--- src/rtl/ckg_pkg.sv ---
package ckg_pkg;
  typedef enum logic [1:0] {
    DRV_HIZ  = 2'b00,
    DRV_LOW  = 2'b01,
    DRV_HIGH = 2'b10,
    DRV_TOG  = 2'b11
  } drv_e;
endpackage

--- src/rtl/ckg_debounce.sv ---
module ckg_debounce #(
  parameter int SYNC = 2
) (
  input  logic clk,
  input  logic rst,
  input  logic async_n,
  input  logic sample,
  output logic req
);
  logic [SYNC-1:0] sh;
  logic            prev, rec_n;

  always_ff @(posedge clk) begin
    if (rst) sh <= '1;
    else     sh <= {sh[SYNC-2:0], async_n};
  end

  // level must match on two consecutive sample strobes
  always_ff @(posedge clk) begin
    if (rst) begin
      prev  <= 1'b1;
      rec_n <= 1'b1;
    end else if (sample) begin
      prev <= sh[SYNC-1];
      if (sh[SYNC-1] == prev) rec_n <= prev;
    end
  end

  assign req = ~rec_n;
endmodule

--- src/rtl/ckg_hold_ctrl.sv ---
module ckg_hold_ctrl #(
  parameter int RESTART_PER = 3
) (
  input  logic clk,
  input  logic rst,
  input  logic tick,
  input  logic stop_req,
  input  logic pd_req,
  input  logic lock,
  output logic stop_hold,
  output logic pd_hold
);
  localparam int RP = (RESTART_PER < 2) ? 2 : ((RESTART_PER > 6) ? 6 : RESTART_PER);
  localparam int CW = $clog2(RP + 1);

  logic [CW-1:0] cnt;

  always_ff @(posedge clk) begin
    if (rst) begin
      stop_hold <= 1'b0;
      pd_hold   <= 1'b0;
      cnt       <= '0;
    end else if (tick) begin
      if (stop_req) begin
        stop_hold <= 1'b1;
        cnt       <= '0;
      end else if (stop_hold) begin
        if (cnt == CW'(RP - 1)) begin
          stop_hold <= 1'b0;
          cnt       <= '0;
        end else begin
          cnt <= cnt + 1'b1;
        end
      end
      if (pd_req)               pd_hold <= 1'b1;
      else if (pd_hold && lock) pd_hold <= 1'b0;
    end
  end
endmodule

--- src/rtl/ckg_pair_sel.sv ---
module ckg_pair_sel
  import ckg_pkg::*;
(
  input  logic  en,
  input  logic  stoppable,
  input  logic  stop_hold,
  input  logic  pd_hold,
  input  logic  stop_tri,
  input  logic  pd_tri,
  output drv_e  t_code,
  output drv_e  c_code
);
  always_comb begin
    t_code = DRV_TOG;
    c_code = DRV_TOG;
    if (!en) begin
      t_code = DRV_HIZ;
      c_code = DRV_HIZ;
    end else if (pd_hold) begin
      t_code = pd_tri ? DRV_HIZ : DRV_HIGH;
      c_code = DRV_HIZ;
    end else if (stop_hold && stoppable) begin
      t_code = stop_tri ? DRV_HIZ : DRV_HIGH;
      c_code = DRV_HIZ;
    end
  end
endmodule

--- src/rtl/ckg_stop_gate.sv ---
module ckg_stop_gate
  import ckg_pkg::*;
#(
  parameter int NPAIR       = 8,
  parameter int RESTART_PER = 3,
  parameter int SYNC        = 2
) (
  input  logic               clk,
  input  logic               rst,
  input  logic               oe_pol_strap,
  input  logic [NPAIR-1:0]   oe_pin,
  input  logic               stop_req_n,
  input  logic               pd_req_n,
  input  logic               pll_locked,
  input  logic               stop_park_tri,
  input  logic               pd_park_tri,
  input  logic [NPAIR-1:0]   pair_en,
  input  logic [NPAIR-1:0]   pair_stoppable,
  output logic               level,
  output logic [2*NPAIR-1:0] true_code,
  output logic [2*NPAIR-1:0] comp_code
);
  logic             ph, inv_q, stop_req, pd_req, stop_hold, pd_hold;
  logic             tick, cr_edge;
  logic [NPAIR-1:0] en_eff;
  drv_e             t_nx [NPAIR];
  drv_e             c_nx [NPAIR];

  always_ff @(posedge clk) begin
    if (rst) ph <= 1'b0;
    else     ph <= ~ph;
  end

  assign tick    = ~ph;  // true output about to rise
  assign cr_edge = ph;   // complement output about to rise

  always_ff @(posedge clk) begin
    if (rst) inv_q <= oe_pol_strap;
  end

  ckg_debounce #(.SYNC(SYNC)) u_stop_db (
    .clk(clk), .rst(rst), .async_n(stop_req_n), .sample(cr_edge), .req(stop_req));
  ckg_debounce #(.SYNC(SYNC)) u_pd_db (
    .clk(clk), .rst(rst), .async_n(pd_req_n), .sample(cr_edge), .req(pd_req));

  ckg_hold_ctrl #(.RESTART_PER(RESTART_PER)) u_hold (
    .clk(clk), .rst(rst), .tick(tick), .stop_req(stop_req), .pd_req(pd_req),
    .lock(pll_locked), .stop_hold(stop_hold), .pd_hold(pd_hold));

  for (genvar i = 0; i < NPAIR; i++) begin : g_pair
    assign en_eff[i] = (oe_pin[i] ^ inv_q) & pair_en[i];
    ckg_pair_sel u_sel (
      .en(en_eff[i]), .stoppable(pair_stoppable[i]), .stop_hold(stop_hold),
      .pd_hold(pd_hold), .stop_tri(stop_park_tri), .pd_tri(pd_park_tri),
      .t_code(t_nx[i]), .c_code(c_nx[i]));

    always_ff @(posedge clk) begin
      if (rst) begin
        true_code[2*i+:2] <= DRV_HIZ;
        comp_code[2*i+:2] <= DRV_HIZ;
      end else begin
        true_code[2*i+:2] <= t_nx[i];
        comp_code[2*i+:2] <= c_nx[i];
      end
    end
  end

  always_ff @(posedge clk) begin
    if (rst) level <= 1'b1;
    else     level <= ph;
  end
endmodule

--- config.mk ---
export PLATFORM = sky130hd
export DESIGN_NAME = ckg_stop_gate
export DESIGN_NICKNAME = d
export VERILOG_FILES = /design/src/rtl/ckg_pkg.sv /design/src/rtl/ckg_debounce.sv /design/src/rtl/ckg_hold_ctrl.sv /design/src/rtl/ckg_pair_sel.sv /design/src/rtl/ckg_stop_gate.sv
export SDC_FILE = /design/constraint.sdc
export NUM_CORES = 1
export LEC_CHECK = 0
export BUFFER_PORTS_ARGS = -buffer_cell sky130_fd_sc_hd__buf_2
export CORE_MARGIN = 2
export CORE_UTILIZATION = 40
export CTS_BUF_LIST = sky130_fd_sc_hd__clkbuf_8 sky130_fd_sc_hd__clkbuf_16
export DETAILED_ROUTE_END_ITERATION = 8
export PLACE_DENSITY = 0.75
export SYNTH_ARGS = -nofsm -noshare
export SYNTH_HDL_FRONTEND = slang
export SYNTH_SLANG_ARGS = --single-unit
--- constraint.sdc ---
create_clock -name clk -period 0.99 [get_ports clk]
set_input_delay 0.1485 -clock clk [delete_from_list [all_inputs] [get_ports clk]]
set_output_delay 0.1485 -clock clk [all_outputs]
set_load 0.02 [all_outputs]
==> results.tsv, run 1 <==
metric	value	unit
status	finished, violations left	
violations	setup timing	
setup_viol	13	
syn2layout_area_growth	32.1	%
static-leakage-power	0.911	nW
hold_viol_final	0	
drt_wl_total	2.57	mm
dieArea	3630	µm²
grt_pass1_vias	948	
grt_max_degree	24	
grt.met2_usage	0.284	
final_nets	218	
synth_top_area_frac	0.474	
design.portCount	65	
cp.arrival	1.24	ns
die_h	60.3	µm
grt_use_met1	0.126	
yosysMostFrequentCell	dfxtp_1	
coreArea	3030	µm²
overflow	0	
crit_chain	buf_6 > xor2_1 > nand3b_1 > a21oi_1	
p_sw	0.692	mW
critPathLaunchType	register	
clkPwrFrac	0.358	
first_pass_iters	5	
grt_use_met3	0.0649	
cts_tree	done	
drive_gt1_frac	0.487	
diodes	0	
cts.sinks	31	
ys_ff_latch	31	
p_comb_frac	0.150	
h-tree-depth	2	
synthTopCellsByCount	dfxtp_1 (30), buf_4 (18), a21oi_1 (15), nor2_1 (11)	
p_int	2.05	mW
yosysSeqAreaShare	0.498	
antenna_left	0	
synth_area_per_cell	9.97	µm²
relSlewSlack	0.765	
period_share	1.04	
drv_slew	0	
clock_skew	0.00825	ns
yosys_warnings	0	
syn_inst	127	
antenna_found_initial	0	
finalSetupTns	-0.311	ns
grt-busiest-layer	met2	
ir_drop	818	µV
drt-initial-drc-count	13	
finalWorstSetupSlack	-0.0402	ns
seqPwrFrac	0.492	
drc_errors	0	
clk_path_buf_depth	2	
ys_types	25	
grt_pass1_wl	3.80	mm
ctsRootBufferMaster	clkbuf_8	
total_power	2.74	mW
crit_path_max_incr_delay	0.42	ns
cp-end-kind	register	
ys_top_cells_by_area	dfxtp_1 (47%), buf_4 (11%), a21oi_1 (5.9%), xor2_1 (5.5%), a21o_1 (4.7%)	
floorplan.initialDensity	0.418	
vias	1060	
insertion_delay	0.28	ns
maxCapViolations	0	
path_clk_slew	0.06	ns
cp_data_required_time	1.20	ns
synth-edff-count	1	
avgRoutedWirePerCell	11.1	µm
hpwl	1.91	mm
hold_buffers	0	
io_buffers	64	
rows	20	
rsz0062_at_grt	yes	
synthesis.area	1270	µm²
async_reset_ff_frac	0	
cts_buffers	5	
powerDensity	1640	nW/µm²
num-fill-cells	274	
fin_crit	1.03	ns
holdWs	0.0490	ns
worst_slew_pin_slew	0.353	ns
cp_slowest_cell	edfxtp_1	
die_w	60.3	µm
gp_congestion	0.760	
grtUsageTotal	0.146	
synth_nets	159	
vias_per_cell	4.59	
hold_class	in2reg	
switching_share	0.253	
cp_max_fo	6	
crit_type	reg2reg	
ys.flop_type	dfxtp_1	
final_util	0.552	
fmax	971	MHz
yosys.area.top_type	dfxtp_1	
-- sequential cells by signal, summed over array words and instances (netlist names) --
signal,cells
cr_edge,1
u_pd_db.prev,1
u_pd_db.rec_n,1
u_pd_db.sh,2
level,1
u_stop_db.sh,2
u_hold.stop_hold,1
u_hold.cnt,2
u_stop_db.prev,1
inv_q,1
true_code,16
u_hold.pd_hold,1
u_stop_db.rec_n,1
-- worst max-delay path, delay by kind of cell (launching register included) --
family                 cells  cell delay (ns)
XOR/XNOR                   1             0.12
AND/OR/NAND/NOR            1             0.12
flip-flops                 1             0.42
buffers and inverters      1             0.16
AO/OA/AOI/OAI              1             0.13
-- cell families (layout without fill, tap and decap cells) --
family                 Yosys count  in the layout  synth area share
buffers and inverters           25             85             0.134
XOR/XNOR                         8              8            0.0553
AO/OA/AOI/OAI                   30             30             0.149
AND/OR/NAND/NOR                 32             32             0.151
flip-flops                      31             31             0.498
multiplexers                     1              1            0.0119
-- cells in the final DEF (no fill, tap or decap), types with 3 or more instances in the layout --
cell type  instances
a21o_1             8
a21oi_1           12
a21oi_2            3
buf_2             64
buf_4              9
clkbuf_8           6
dfxtp_1           29
inv_1              4
nand2b_1           3
nand3b_1           8
nor2_1            11
or2_2              4
xor2_1             8
-- layer usage --
layer | wire length (µm) | vias up
li1 | - | 529
met1 | 1000 | 478
met2 | 1310 | 51
met3 | 247 | 2
met4 | 12 | 0
met5 | 0 | -
-- stage by stage --
stage	setup WS [ns]	area, µm²	std cells
final	-0.0402	1670	231
after detailed placement	-0.0952	1540	221
after global placement	-0.0569	1540	221
after global routing	-0.131	1670	231
after floorplan	0.0553	1270	127
after CTS	-0.0550	1660	231
-- worst paths after layout --
check                   to  slack, ns          start  cells after the start
min reg2reg  u_pd_db.sh[1]       0.41  u_pd_db.sh[0]                      1
max           true_code[1]      -0.04          inv_q                      4
max reg2reg   true_code[1]      -0.04          inv_q                      4
min          u_pd_db.sh[0]       0.05       pd_req_n                      2
-- timing repair --
item                                    4_1_cts  5_1_grt
buffers inserted                              2        0
endpoints found under the setup margin       22       20
pin swaps                                    23        8
resized for setup                             4        4
hold endpoints to repair                      0        0
cloned                                        0        0
-- power by group through the flow --
stage / Clock [mW] / Combinational (mW) / Sequential (mW)
CTS: 1.02 / 0.411 / 1.35
global placement: 0 / 0.400 / 1.37
detailed placement: 0 / 0.405 / 1.38
floorplan: 0 / 0.230 / 1.43
global route: 1.07 / 0.445 / 1.36
finish: 0.981 / 0.410 / 1.35
-- area by class of cell --
type | instances | area [µm²] | area share
flip-flops and latches | 31 | 634 | 0.379
multi-input cells | 71 | 482 | 0.288
repair buffers | 74 | 399 | 0.239
clock buffers | 6 | 82.6 | 0.0494
well taps | 44 | 55.1 | 0.0329
inverters | 3 | 11.3 | 0.00673
clock inverters | 2 | 8.76 | 0.00524
No activity file was read; power rests on OpenSTA's default activity.
==> run 2, diff against run 1 <==
--- a/config.mk
+++ b/config.mk
@@ -6,11 +6,12 @@
 export NUM_CORES = 1
 export LEC_CHECK = 0
 export BUFFER_PORTS_ARGS = -buffer_cell sky130_fd_sc_hd__buf_2
+export CORE_ASPECT_RATIO = 1.4
 export CORE_MARGIN = 2
 export CORE_UTILIZATION = 40
 export CTS_BUF_LIST = sky130_fd_sc_hd__clkbuf_8 sky130_fd_sc_hd__clkbuf_16
 export DETAILED_ROUTE_END_ITERATION = 8
-export PLACE_DENSITY = 0.75
+export PLACE_DENSITY = 0.85
 export SYNTH_ARGS = -nofsm -noshare
 export SYNTH_HDL_FRONTEND = slang
 export SYNTH_SLANG_ARGS = --single-unit
==> run 2 against run 1 <==
Effect of this change: the run still ends with setup timing left; maximum frequency rose by 3.3%; combinational power barely moved; utilization fell by 1.4 points; via count fell by 2.6%; non-clock buffer count fell by 2; cell area fell by 1.5%; sequential power barely moved; clock power fell by 8.9%; sequential cell count did not move; critical path type unchanged.
==> results.tsv, run 2 (synthesis results as in run 1) <==
metric	value	unit	change
drv_slew	0		unchanged
p_int	1.97	mW	-3.9%
cp-end-kind	register		
grtUsageTotal	0.158		+0.0124
final_nets	216		-0.92%
rsz0062_at_grt	yes		
finalWorstSetupSlack	-0.00764	ns	+0.0325 ns
antenna_found_initial	0		unchanged
clock_skew	0.00743	ns	-0.000813 ns
p_sw	0.682	mW	-1.5%
avgRoutedWirePerCell	11.4	µm	+2.3%
grt_pass1_wl	4.24	mm	+12%
setup_viol	1		-12
cp_num_buf_inv	0		-1
first_pass_iters	2		-3
crit_end	u_hold.cnt[0]		
num-fill-cells	298		+8.8%
clk_path_buf_depth	2		unchanged
reg2reg_depth	3		-1
crit_path_start	cr_edge		
largest_register	true_code		
ir_drop	1070	µV	+31%
insertion_delay	0.27	ns	about the same
path_clk_slew	0.06	ns	about the same
r2r_start	cr_edge		
fmax	1000	MHz	+3.3%
drc_errors	0		unchanged
powerDensity	1610	nW/µm²	-1.9%
violations	setup timing		
p_comb_frac	0.154		+0.004
h-tree-depth	2		unchanged
overflow	0		unchanged
cp_max_fo	8		+2
largest_register_ffs	16		unchanged
die_h	70.6	µm	+17%
period_share	1.01		-0.0328
antenna_left	0		unchanged
crit_type	reg2reg		
maxCapViolations	0		unchanged
dieArea	3640	µm²	+0.17%
seqPwrFrac	0.508		+0.016
drt_wl_total	2.55	mm	-0.82%
hold_buffers	0		unchanged
design.portCount	65		unchanged
grt_pass1_vias	1016		+7.2%
status	finished, violations left		
rrSetupSlack	-0.008	ns	+0.03 ns
final_common_cell	buf_2		
relSlewSlack	0.771		+0.00592
clkPwrFrac	0.337		-0.021
cts_buffers	5		unchanged
pre_cts_slack	-0.0328	ns	+0.0624 ns
io_buffers	64		unchanged
diodes	0		unchanged
static-leakage-power	0.899	nW	-1.2%
hold_class	in2reg		
syn2layout_area_growth	30.1	%	
cp_slowest_cell	dfxtp_4		
critPathLaunchType	register		
hold_viol_final	0		unchanged
final_util	0.538		-0.0145
final_cell_mix	buf_2 (64), dfxtp_1 (29), a21oi_1 (11), nor2_1 (11)		
total_power	2.65	mW	-3.3%
cts.sinks	31		unchanged
hpwl	1.83	mm	-4.5%
floorplan.initialDensity	0.413		-0.00478
crit_path_max_incr_delay	0.36	ns	-0.06 ns
r2r-end	u_hold.cnt[0]		
critPathTopFamily	simple AND/OR/NAND/NOR gates		
drt-initial-drc-count	5		-8
ctsRootBufferMaster	clkbuf_8		
die_w	51.6	µm	-14%
coreArea	3060	µm²	+1.2%
drive_gt1_frac	0.481		-0.00555
fin_crit	0.998	ns	-0.0325 ns
grt_max_degree	24		unchanged
cp.arrival	1.21	ns	-0.03 ns
crit_chain	nand4bb_1 > or3_1 > o21ai_1		
cp.depth	3		-1
cp_data_required_time	1.20	ns	about the same
vias	1032		-2.6%
switching_share	0.257		+0.00469
worst_slew_pin_slew	0.344	ns	-0.00888 ns
vias_per_cell	4.61		+0.40%
cts_tree	done		
rows	24		+20%
gp_congestion	0.691		-9.1%
run 2: power groups by stage:
stage | Sequential [mW] | Clock, mW | Combinational, mW
CTS | 1.35 | 0.927 | 0.405
global placement | 1.37 | 0 | 0.396
detailed placement | 1.37 | 0 | 0.400
global route | 1.36 | 0.969 | 0.444
floorplan | 1.43 | 0 | 0.230
finish | 1.35 | 0.894 | 0.409
run 2: area by class of cell:
class / count / area (µm²) / share of cell area
tap: 39 / 48.8 / 0.0296
inverter: 3 / 11.3 / 0.00683
sequential: 31 / 634 / 0.385
clock buffer: 5 / 68.8 / 0.0418
multi-input combinational: 71 / 488 / 0.296
timing repair buffer: 72 / 384 / 0.233
clock inverter: 3 / 12.5 / 0.00759
run 2: worst min path at each step:
stage                           end         start  cells after the start  slack (ns)
floorplan                     inv_q  oe_pol_strap                      0        0.25
global placement    u_stop_db.sh[0]    stop_req_n                      2        0.33
detailed placement            inv_q  oe_pol_strap                      1        0.33
CTS                   u_pd_db.sh[0]      pd_req_n                      2        0.05
global route          u_pd_db.sh[0]      pd_req_n                      2        0.05
finish                u_pd_db.sh[0]      pd_req_n                      2        0.05
run 2: timing repair:
item / in CTS / in global routing
setup buffers: 0 / 1
gates resized for setup: 2 / 7
setup endpoints to repair: 4 / 19
pin swaps: 1 / 19
run 2: worst register-to-register path: cells and delay by family (launching register included):
family | cells | cell delay [ns]
AO/OA/AOI/OAI | 1 | 0.07
AND/OR/NAND/NOR | 2 | 0.50
flip-flops | 1 | 0.36
run 2: metrics by stage:
stage,std cells,TNS [ns],hold WS (ns),cell area (µm²)
2_1_floorplan,127,0,0.247,1270
4_1_cts,223,-0.0154,0.0464,1620
3_5_place_dp,215,-0.0637,0.333,1530
5_1_grt,224,-0.426,0.0502,1650
3_3_place_gp,215,-0.00847,0.330,1530
6_report,224,-0.00764,0.0512,1650
run 2: layer usage:
| layer | wire (µm) | global-route usage | vias to the layer above |
|---|---|---|---|
| met5 | 0 | 0 | - |
| met4 | 46 | 0.0731 | 0 |
| met3 | 258 | 0.0612 | 6 |
| met2 | 1300 | 0.282 | 49 |
| met1 | 946 | 0.156 | 455 |
| li1 | - | - | 522 |
==> run 3, diff against run 2 <==
--- a/config.mk
+++ b/config.mk
@@ -8,10 +8,11 @@
 export BUFFER_PORTS_ARGS = -buffer_cell sky130_fd_sc_hd__buf_2
 export CORE_ASPECT_RATIO = 1.4
 export CORE_MARGIN = 2
-export CORE_UTILIZATION = 40
+export CORE_UTILIZATION = 43
 export CTS_BUF_LIST = sky130_fd_sc_hd__clkbuf_8 sky130_fd_sc_hd__clkbuf_16
 export DETAILED_ROUTE_END_ITERATION = 8
 export PLACE_DENSITY = 0.85
 export SYNTH_ARGS = -nofsm -noshare
 export SYNTH_HDL_FRONTEND = slang
+export SYNTH_HIERARCHICAL = 1
 export SYNTH_SLANG_ARGS = --single-unit
==> run 3 against run 2 <==
Effect of this change: area after synthesis up 46%; the run still ends with setup timing left; die area up 33%; clock power up 39%; power up 45%; largest power group unchanged.
==> results.tsv, run 3 <==
metric	value	unit	change
rows	28		+17%
avgRoutedWirePerCell	11.9	µm	+4.7%
synthesis.area	1840	µm²	+46%
cp_max_fo	3		-5
insertion_delay	0.30	ns	+0.03 ns
cp.depth	6		+3
r2r_start	inv_q		
cp_slowest_cell	edfxtp_1		
cts_buffers	5		unchanged
rsz0062_at_grt	yes		
grtUsageTotal	0.146		-0.0120
yosys.area.top_type	dfxtp_1		
gp_congestion	0.734		+6.2%
hold_class	in2reg		
synthTopCellsByCount	dfxtp_1 (46), nor2b_1 (32), a211oi_1 (16), buf_4 (16), inv_1 (14)		
placed_cell_area	2240	µm²	+47%
antenna_left	0		unchanged
maxCapViolations	0		unchanged
h-tree-depth	2		unchanged
die_h	81.5	µm	+15%
dieArea	4840	µm²	+33%
fin_area	2420	µm²	+47%
floorplan.initialDensity	0.442		+0.0290
critPathTopFamily	flip-flops		
drt_wl_total	3.52	mm	+38%
static-leakage-power	1.17	nW	+30%
coreArea	4170	µm²	+36%
ys_ff_latch	47		+52%
top_regs	comp_code x16, true_code x16		
drc_errors	0		unchanged
syn2layout_area_growth	31.2	%	
grt_max_degree	33		+38%
powerDensity	1590	nW/µm²	-1.1%
clk_path_buf_depth	2		unchanged
die_w	59.4	µm	+15%
reg2reg_depth	6		+3
rrSetupSlack	-0.35	ns	-0.34 ns
clock_skew	0.00629	ns	-0.00114 ns
placed_cells	287		+33%
async_reset_ff_frac	0		unchanged
cp_data_required_time	1.22	ns	+0.02 ns
ir_drop	817	µV	-24%
grt_pass1_wl	5.33	mm	+26%
r2r-end	comp_code[4]		
yosys_warnings	6		+6
ys_types	21		-16%
yosysMostFrequentCell	dfxtp_1		
antenna_found_initial	0		unchanged
cp.arrival	1.58	ns	+0.37 ns
status	finished, violations left		
yosysSeqAreaShare	0.516		+0.0176
ys.flop_type	dfxtp_1		
drive_gt1_frac	0.472		-0.00908
drt-initial-drc-count	16		+11
clkPwrFrac	0.322		-0.015
path_clk_slew	0.08	ns	+0.02 ns
fmax	745	MHz	-26%
critPathLaunchType	register		
syn_inst	183		+44%
final_cell_mix	buf_2 (64), dfxtp_1 (43), nor2b_1 (30), buf_4 (14), a211oi_2 (12)		
synth_nets	215		+35%
ys_top_cells_by_area	dfxtp_1 (50%), nor2b_1 (11%), a211oi_1 (6.5%), buf_4 (6.5%), and4b_1 (4.3%)		
finalWorstSetupSlack	-0.353	ns	-0.345 ns
first_pass_iters	4		+2
synth-edff-count	1		unchanged
cp_num_buf_inv	2		+2
period_share	1.36		+0.348
cts.sinks	47		+52%
ctsRootBufferMaster	clkbuf_8		
cp-end-kind	register		
hold_viol_final	0		unchanged
hp-start	oe_pol_strap		
cts_tree	done		
worst_slew_pin_slew	0.272	ns	-0.0714 ns
final_common_cell	buf_2		
synth_area_per_cell	10.1	µm²	+1.1%
fin_crit	1.34	ns	+0.345 ns
final_nets	282		+31%
vias_per_cell	4.72		+2.3%
switching_share	0.249		-0.00860
whs_path_depth	1		-1
p_sw	0.957	mW	+40%
overflow	0		unchanged
vias	1391		+35%
p_int	2.89	mW	+47%
hold_end	inv_q		
fin_cells	295		+32%
crit_chain	buf_4 > xor2_1 > and2_1 > inv_1 > a211oi_2 > nor2b_1		
setup_viol	32		+31
diodes	0		unchanged
synth_top_area_frac	0.499		+0.0250
io_buffers	64		unchanged
relSlewSlack	0.818		+0.0476
seqPwrFrac	0.526		+0.018
crit_path_max_incr_delay	0.40	ns	+0.04 ns
design.portCount	65		unchanged
violations	setup timing		
total_power	3.85	mW	+45%
hpwl	2.64	mm	+44%
p_comb_frac	0.152		-0.002
crit_type	reg2reg		
drv_slew	0		unchanged
grt_pass1_vias	1285		+26%
## run 3: cells by family after synthesis
kind of cell / count (synthesis) / synth area share
flip-flops: 47 / 0.516
AO/OA/AOI/OAI: 31 / 0.111
multiplexers: 1 / 0.00543
buffers and inverters: 34 / 0.108
AND/OR/NAND/NOR: 62 / 0.222
XOR/XNOR: 8 / 0.0380
## run 3: stage by stage
| step | hold WS [ns] | utilization | setup TNS, ns | setup WS [ns] |
|---|---|---|---|---|
| CTS | 0.0204 | 0.565 | -9.31 | -0.328 |
| finish | 0.0195 | 0.580 | -9.40 | -0.353 |
| detailed placement | 0.329 | 0.538 | -8.65 | -0.306 |
| global route | 0.0211 | 0.580 | -12.72 | -0.460 |
| global placement | 0.330 | 0.538 | -7.80 | -0.295 |
| floorplan | 0.210 | - | -7.31 | -0.281 |
## run 3: repair_timing
action,4_1_cts,5_1_grt
endpoints found under the setup margin,33,33
hold buffers,0,0
pin swaps,0,12
setup buffers,0,1
resized for setup,5,17
## run 3: how the worst max path moves through the flow
| stage | start | to |
|---|---|---|
| finish | inv_q | comp_code[4] |
| detailed placement | inv_q | comp_code[11] |
| global placement | inv_q | true_code[0] |
| floorplan | inv_q | comp_code[11] |
| global route | inv_q | comp_code[4] |
| CTS | inv_q | true_code[0] |
## run 3: power groups by stage
stage          registers [mW]  logic, mW  clock network [mW]
3_3_place_gp             2.07      0.532                   0
4_1_cts                  2.03      0.551                1.25
2_1_floorplan            2.18      0.294                   0
6_report                 2.02      0.586                1.24
3_5_place_dp             2.07      0.545                   0
5_1_grt                  2.03      0.642                1.31
## run 3: routing by layer
metal  GRT usage  wire length [µm]
met2       0.255              1790
met4      0.0727                61
met1       0.155              1460
met3      0.0457               208
met5           0                 0
## run 3: layout make-up
class	count	area (µm²)
Clock buffer	6	93.8
Clock inverter	1	3.75
Fill cell	358	1750
Inverter	14	52.6
Multi-Input combinational cell	102	797
Sequential cell	47	960
Tap cell	45	56.3
Timing Repair Buffer	80	457
